`src/rtl/tx_len_pkg.sv`:
```
package tx_len_pkg;

    // Default store depth and byte width
    localparam int unsigned MAX_LEN_DEF = 11;
    localparam int unsigned BYTE_W_DEF  = 8;

    typedef enum logic {
        TXS_IDLE = 1'b0,
        TXS_RUN  = 1'b1
    } txs_state_e;

    // Length write request as seen by the control FSM
    typedef struct packed {
        logic valid;
        logic blocked;
        logic in_range;
    } len_req_t;

    function automatic logic len_in_range(int unsigned value, int unsigned max_len);
        return (value != 0) && (value <= max_len);
    endfunction

endpackage

```
`src/rtl/tx_len_ctrl.sv`:
```
module tx_len_ctrl
    import tx_len_pkg::*;
#(
    parameter int unsigned MAX_LEN = MAX_LEN_DEF,
    parameter int unsigned LEN_W   = $clog2(MAX_LEN + 1)
) (
    input  logic             clk,
    input  logic             rst,
    input  logic             wr_en,
    input  logic [LEN_W-1:0] wr_data,
    input  logic             abort_req,
    input  logic             done,
    output logic [LEN_W-1:0] len_q,
    output logic             busy,
    output logic             start_pulse,
    output logic             proto_err,
    output logic             accept,
    output logic             finish
);

    txs_state_e state_q;
    len_req_t   req;

    always_comb begin
        req.valid    = wr_en;
        req.blocked  = abort_req;
        req.in_range = len_in_range(int'(wr_data), MAX_LEN);
    end

    assign accept = req.valid && !req.blocked && req.in_range && (state_q == TXS_IDLE);
    assign finish = (state_q == TXS_RUN) && done;
    assign busy   = (state_q == TXS_RUN);

    always_ff @(posedge clk) begin
        if (rst) begin
            state_q     <= TXS_IDLE;
            len_q       <= '0;
            start_pulse <= 1'b0;
            proto_err   <= 1'b0;
        end else begin
            start_pulse <= accept;
            proto_err   <= req.valid && req.blocked;
            unique case (state_q)
                TXS_IDLE: begin
                    if (accept) begin
                        len_q   <= wr_data;
                        state_q <= TXS_RUN;
                    end
                end
                TXS_RUN: begin
                    if (done) begin
                        len_q   <= '0;
                        state_q <= TXS_IDLE;
                    end
                end
                default: state_q <= TXS_IDLE;
            endcase
        end
    end

endmodule

```
`src/rtl/tx_byte_ptr.sv`:
```
module tx_byte_ptr #(
    parameter int unsigned LEN_W = 4
) (
    input  logic             clk,
    input  logic             rst,
    input  logic             restart,
    input  logic             finish,
    input  logic             busy,
    input  logic             byte_taken,
    input  logic [LEN_W-1:0] len,
    output logic [LEN_W-1:0] ptr,
    output logic             last
);

    logic [LEN_W-1:0] final_idx;

    assign final_idx = len - 1'b1;
    assign last      = busy && (ptr == final_idx);

    always_ff @(posedge clk) begin
        if (rst || finish || restart) begin
            ptr <= '0;
        end else if (busy && byte_taken && !last) begin
            ptr <= ptr + 1'b1;
        end
    end

endmodule

```
`src/rtl/tx_byte_store.sv`:
```
module tx_byte_store #(
    parameter int unsigned DEPTH  = 11,
    parameter int unsigned BYTE_W = 8,
    parameter int unsigned AW     = 4
) (
    input  logic              clk,
    input  logic              rst,
    input  logic              wr_en,
    input  logic [AW-1:0]     wr_addr,
    input  logic [BYTE_W-1:0] wr_data,
    input  logic [AW-1:0]     rd_addr,
    output logic [BYTE_W-1:0] rd_data
);

    logic [DEPTH-1:0][BYTE_W-1:0] entries;

    for (genvar g = 0; g < DEPTH; g++) begin : g_entry
        logic [BYTE_W-1:0] q;
        always_ff @(posedge clk) begin
            if (rst) begin
                q <= '0;
            end else if (wr_en && (wr_addr == AW'(g))) begin
                q <= wr_data;
            end
        end
        assign entries[g] = q;
    end

    always_comb begin
        rd_data = '0;
        for (int i = 0; i < DEPTH; i++) begin
            if (rd_addr == AW'(i)) begin
                rd_data = entries[i];
            end
        end
    end

endmodule

```
`src/rtl/tx_len_launcher.sv`:
```
module tx_len_launcher
    import tx_len_pkg::*;
#(
    parameter int unsigned MAX_LEN = MAX_LEN_DEF,
    parameter int unsigned BYTE_W  = BYTE_W_DEF,
    localparam int unsigned LEN_W  = $clog2(MAX_LEN + 1)
) (
    input  logic              clk,
    input  logic              rst,
    input  logic              len_wr_en,
    input  logic [LEN_W-1:0]  len_wr_data,
    input  logic              abort_req,
    input  logic              buf_wr_en,
    input  logic [LEN_W-1:0]  buf_wr_addr,
    input  logic [BYTE_W-1:0] buf_wr_data,
    input  logic              byte_taken,
    input  logic              ser_done,
    output logic [LEN_W-1:0]  len_rd,
    output logic              busy,
    output logic              start_pulse,
    output logic              ser_abort,
    output logic [LEN_W-1:0]  rd_ptr,
    output logic              last_byte,
    output logic [BYTE_W-1:0] tx_byte,
    output logic              proto_err
);

    logic accept;
    logic finish;

    tx_len_ctrl #(
        .MAX_LEN (MAX_LEN),
        .LEN_W   (LEN_W)
    ) u_ctrl (
        .clk         (clk),
        .rst         (rst),
        .wr_en       (len_wr_en),
        .wr_data     (len_wr_data),
        .abort_req   (abort_req),
        .done        (ser_done),
        .len_q       (len_rd),
        .busy        (busy),
        .start_pulse (start_pulse),
        .proto_err   (proto_err),
        .accept      (accept),
        .finish      (finish)
    );

    tx_byte_ptr #(
        .LEN_W (LEN_W)
    ) u_ptr (
        .clk        (clk),
        .rst        (rst),
        .restart    (accept),
        .finish     (finish),
        .busy       (busy),
        .byte_taken (byte_taken),
        .len        (len_rd),
        .ptr        (rd_ptr),
        .last       (last_byte)
    );

    tx_byte_store #(
        .DEPTH  (MAX_LEN),
        .BYTE_W (BYTE_W),
        .AW     (LEN_W)
    ) u_store (
        .clk     (clk),
        .rst     (rst),
        .wr_en   (buf_wr_en),
        .wr_addr (buf_wr_addr),
        .wr_data (buf_wr_data),
        .rd_addr (rd_ptr),
        .rd_data (tx_byte)
    );

    assign ser_abort = abort_req && busy;

endmodule

```
`config.mk`:
```
export PLATFORM = sky130hd
export DESIGN_NAME = tx_len_launcher
export DESIGN_NICKNAME = d
export VERILOG_FILES = /design/src/rtl/tx_len_pkg.sv /design/src/rtl/tx_len_ctrl.sv /design/src/rtl/tx_byte_ptr.sv /design/src/rtl/tx_byte_store.sv /design/src/rtl/tx_len_launcher.sv
export SDC_FILE = /design/constraint.sdc
export NUM_CORES = 1
export LEC_CHECK = 0
export BUFFER_PORTS_ARGS = -buffer_cell sky130_fd_sc_hd__buf_2
export CAP_MARGIN = 20
export CORE_UTILIZATION = 35
export DETAILED_ROUTE_END_ITERATION = 10
export PLACE_DENSITY = 0.53
export SLEW_MARGIN = 0
export SYNTH_ARGS = -nofsm -noshare
export SYNTH_HDL_FRONTEND = slang
export SYNTH_SLANG_ARGS = --single-unit
```
`constraint.sdc`:
```
create_clock -name clk -period 2.2 [get_ports clk]
set_input_delay 0.22 -clock clk [delete_from_list [all_inputs] [get_ports clk]]
set_output_delay 0.22 -clock clk [all_outputs]
set_load 0.01 [all_outputs]
```
Word-level counts from Yosys, hierarchy flattened. Cells that the tools add are included.

Add/subtract/negate cells: 2. Order comparisons: 1. Eq/ne operators: 23. Mux-type cells: 17. Bitwise operators: 1. Reduce and logical (&&, ||, !) cells: 29.

Operators with widths (count): 8-bit 2-to-1 mux (11); 4-bit by 3-bit == test with 1-bit output (second input constant) (8); 4-bit == test (second input constant) (6); 1-bit logical AND (21); 4-bit by 2-bit == test with 1-bit output (second input constant) (4); 4-bit by 1-bit == test with 1-bit output (second input constant) (2); 4-bit logical NOT (2); 4-bit 2-to-1 mux (2); 4-bit one-hot mux with 2 select lines (1); 4-bit by 1-bit adder with 4-bit output (second input constant) (1); 4-bit == test (1); 4-bit less-or-equal comparator (second input constant) (1); 4-bit nonzero test (1); 4-bit by 1-bit subtractor with 4-bit output (second input constant) (1); 1-bit logical NOT (2); 1-bit logical OR (2); 1-bit 2-to-1 mux (2); 2-bit by 1-bit != test with 1-bit output (second input constant) (1); 2-bit != test (second input constant) (1); 1-bit one-hot mux with 2 select lines (1); 2-bit AND reduction (1); 1-bit NOT (1).

Register bits after elaboration: 99. Input port bits: 23. Word-level logic and storage cells: 89.

Longest topological paths before layout.
Depth after elaboration: 12. Gate-level depth with buffers: 9. Gate-level depth less buffers: 6.

Cells and area by module. Synthesis repeated with hierarchy kept, for this count alone.

Cells, all modules: 574. Area, all modules: 4852.2 sq um.

By module, submodules not included: tx_byte_store (times used 1, cells an instance 494, area an instance 4169.0 sq um, seq. area each 1761.7 sq um); tx_len_ctrl (times used 1, cells an instance 41, area an instance 365.4 sq um, seq. area each 140.1 sq um); tx_byte_ptr (times used 1, cells an instance 38, area an instance 311.5 sq um, seq. area each 80.1 sq um); tx_len_launcher (times used 1, cells an instance 1, area an instance 6.3 sq um, seq. area each 0.0 sq um).

Least setup slack after synthesis. Ideal clock, no wire load.

Kind: reg2out. From: register u_ptr.ptr[0]. To: output tx_byte[0]. Arrival: 1.854 ns. Required time: 1.980 ns. Slack: 0.126 ns. Cell stages (with the launch flop): 8. Path buffers: 2. Cells stage by stage: dfxtp_1 ha_1 buf_2 or3_1 buf_6 a221oi_2 a2bb2o_4 a31oi_1.

Longest elaborated chain between the ends: 12. Elaborated cells between the ends (all ways): 22. Those cells by class: 10 x eq/ne; 11 x mux; 1 x reduce/logical.

Ends and longest elaborated chain: start: declaration (RTL line tx_byte_ptr.sv:11) `output logic [LEN_W-1:0] ptr,`; start signal: assignment (RTL line tx_byte_ptr.sv:24) `ptr <= ptr + 1'b1;`; 4-bit logical NOT (RTL line tx_byte_store.sv:32) `if (rd_addr == AW'(i)) begin`; 8-bit 2-to-1 mux (10 in series) (RTL line tx_byte_store.sv:32); 8-bit 2-to-1 mux * (RTL line tx_byte_store.sv:32); end: declaration (RTL line tx_len_launcher.sv:24) `output logic [BYTE_W-1:0] tx_byte,`.

Every way passes the cells marked *; elsewhere a longest branch is shown, timed or not.

Worst setup path in the final report. Same ends and word-level chain as after synthesis.

==> flow_summary.toml <==
[placed_design]
io_buffers = 43
place.gp.congestion = 0.820
placed_cell_area_um2 = 5370
place_hpwl_mm = 10.0

[timing]
finalHoldViolations = 0
hold_ws_ps = 92.6
fin_ws_ps = -167
post-route-min-period_ps = 2370
final_max_slew_viol_count = 0
tightestPinTransition_ps = 681
rsz0062_at_grt = "yes"
setup_violations = 8
relSlewSlack_pct = 54.4
fin_crit_sh_pct = 108
fin_worst_skew_ps = 1.38
clock.fmax_mhz = 423

[critical_path]
cp.required_ps = 1980
path_cells = "ha_2 -> or3_4 -> a221oi_2 -> a2bb2o_4 -> a31oi_1 -> buf_2"
cp_slowest_cell = "or3_4"
critical-path-top-delay-family = "compound AO/OA/AOI/OAI gates"
worstPathArrival_ps = 2150
r2r_slack_ps = 470
worstReg2RegStart = "u_ctrl.len_q[0]"
path_buf_inv = 1
endpoint_kind = "output pin"
crit_path_max_incr_delay_ps = 410
worst-path-max-fanout = 6
rr_worst_depth = 6
regToRegEndpoint = "u_ptr.ptr[0]"
startpoint_type = "flip-flop"
path_class = "reg -> out"
worstSetupStartpoint = "u_ptr.ptr[0]"

[synth]
yosys.area.top_type = "dfxtp_1"
synth-simple-area-share_pct = 19.1
synth.distinct_cells = 52
synthFlopType = "dfxtp_1"
synth_area_per_cell_um2 = 8.26
synth-seq-cells = 99
synth_area_leaders = "dfxtp_1 (41%), mux2i_1 (9.9%), a21oi_1 (7.3%)"
synth_xor_area_share_pct = 1.08
synth_area_um2 = 4870
synth_fa_ha_area_share_pct = 1.29
synth_top_area_share_pct = 40.7
synthMuxAreaShare_pct = 9.87
synth_top_family_by_area = "compound AO/OA/AOI/OAI gates"
syn_inst = 589
synth-async-reset-ratio_pct = 0
synth_edf_count = 0
synth_compound_area_share_pct = 22.3
seq_area_frac_synth_pct = 40.7
ys_warn_count = 0
syn_nets = 617

[finish]
syn_to_final_growth_pct = 26.2
finalInstanceArea_um2 = 6140
diodes = 0
final_nets = 668
drive_above_1_share_pct = 23.6

[power]
power.leakage_nw = 2.38
p_sw_mw = 0.906
seqPwrFrac_pct = 48.0
vdd_drop_max_mv = 0.380
combinationalPowerShare_pct = 7.8
p_sw_share_pct = 23.7
powerDensity_nw_per_um2 = 623
internal_power_mw = 2.92
power_frac_clock_pct = 44.1

[cts]
cts_made_buffers = 9
htreeDepth = 3
cts_root_buffer = "clkbuf_16"
clock_latency_ps = 350
cts_sinks = 99
path_clk_slew_ps = 60
cts_max_path_buffers = 2
holdBufCountCts = 0
cts_tree = "yes"

[run]
maxCapViolations = 0

[route]
viasPerCell = 5.47
detail_route.wl_per_cell_um = 18.5
antenna_left = 0
drt_pass1_iterations = 4
initialDrtViolationCount = 342
drc = 0
routed_wl_mm = 15.2
vias = 4492

[outcome]
status = "complete, but fails checks"
violations = "setup timing"

[floorplan]
core-area_um2 = 13400
io_pins = 44
start_util_pct = 36.3
dieArea_um2 = 14400
die_w_um = 120
fp.dieH_um = 120
rows = 42

[hold_path]
hold_class = "in -> reg"
min_path_cells = 3
hp-start = "len_wr_en"
whs_endpoint = "u_ctrl.proto_err"

[grt]
antenna_found_initial = 0
first_global_vias = 4221
grt_first_pass_wirelength_mm = 23.4
grt_use_total_pct = 21.6
grt_max_degree = 53
gr-total-overflow = 0
==> sequential cells by signal, summed over array words and instances, names as in the netlist <==
| name | count |
|---|---|
| u_ctrl.len_q | 4 |
| u_ctrl.start_pulse | 1 |
| u_ptr.ptr | 4 |
| u_ctrl.busy | 1 |
| u_store.g_entry.q | 88 |
| u_ctrl.proto_err | 1 |
==> power groups by stage <==
stage	Combinational [mW]	Clock (mW)	Sequential (mW)
finish	0.299	1.69	1.84
global route	0.322	1.81	1.84
CTS	0.296	1.72	1.84
detailed placement	0.274	0	1.88
global placement	0.272	0	1.88
floorplan	0.164	0	1.88
==> synth_stat cells (7+ instances only) <==
cell type / number
nor2b_1: 10
a31oi_1: 9
clkbuf_1: 34
dfxtp_1: 99
o21ai_0: 26
a21oi_1: 71
o21ai_1: 13
buf_2: 13
nand2_1: 72
nand3_1: 10
a22oi_1: 7
nand2b_1: 10
nand3b_1: 10
nor2_1: 68
a211oi_1: 7
mux2i_1: 48
inv_1: 13
==> layer usage <==
| metal | up-vias | part of all wire, % | GRT usage [%] |
|---|---|---|---|
| met3 | 13 | 5.7 | 4.94 |
| met1 | 2206 | 47 | 29.9 |
| li1 | 2158 | - | - |
| met4 | 0 | 1.5 | 8.13 |
| met2 | 115 | 46 | 32.6 |
| met5 | - | 0 | 0 |
==> per-stage QoR <==
step	std cells	setup WS, ps	total power, mW	utilization (%)	setup TNS, ps
floorplan	589	126	2.04	-	0
global placement	791	67.9	2.15	40.1	0
detailed placement	791	45.6	2.15	40.1	0
CTS	816	-166	3.85	44.7	-1200
global route	821	-239	3.97	45.8	-1680
finish	821	-167	3.82	45.8	-1080
==> cell families (layout without fill, tap and decap cells) <==
logic type	after synthesis	after routing
AND/OR/NAND/NOR	201	201
AO/OA/AOI/OAI	166	166
flip-flops	99	99
buffers and inverters	64	120
multiplexers	48	48
XOR/XNOR	6	6
adder cells (fa/ha/maj)	5	5
==> cell usage in the layout, fill, tap and decap left out, drive strengths merged, types with 11 or more instances in the layout <==
cell    count
nor2       68
dfxtp      99
o21ai      39
clkbuf     11
inv        13
buf        90
nand2      72
a21oi      71
mux2i      48
==> what timing repair did <==
item / in CTS / in global routing
setup buffers: 6 / 6
endpoints found under the hold margin: 0 / 0
pin swaps: 12 / 8
resized for setup: 37 / 23
gates cloned: 3 / 0
setup endpoints to repair: 8 / 8
==> worst reg2reg max path, cell delays in order, from the launching register on <==
cell and delay (ps):
dfxtp_1 410, inv_1 60, ha_1 300, xor2_1 140
and3_1 210, a31oi_1 310, mux2i_1 220
==> final cells by class <==
class	instances	area [µm²]
clock inverters	5	77.6
repair buffers	91	717
fillers	1311	7260
inverters	13	53.8
flip-flops and latches	99	1990
clock buffers	11	233
well taps	176	220
multi-input cells	426	2850
==> how the worst max path moves through the flow <==
stage | end | cells after the start
floorplan | tx_byte[0] | 7
global placement | tx_byte[7] | 8
detailed placement | tx_byte[7] | 9
CTS | tx_byte[4] | 8
global route | tx_byte[0] | 6
finish | tx_byte[0] | 6
(Power assumes the default switching activity.)
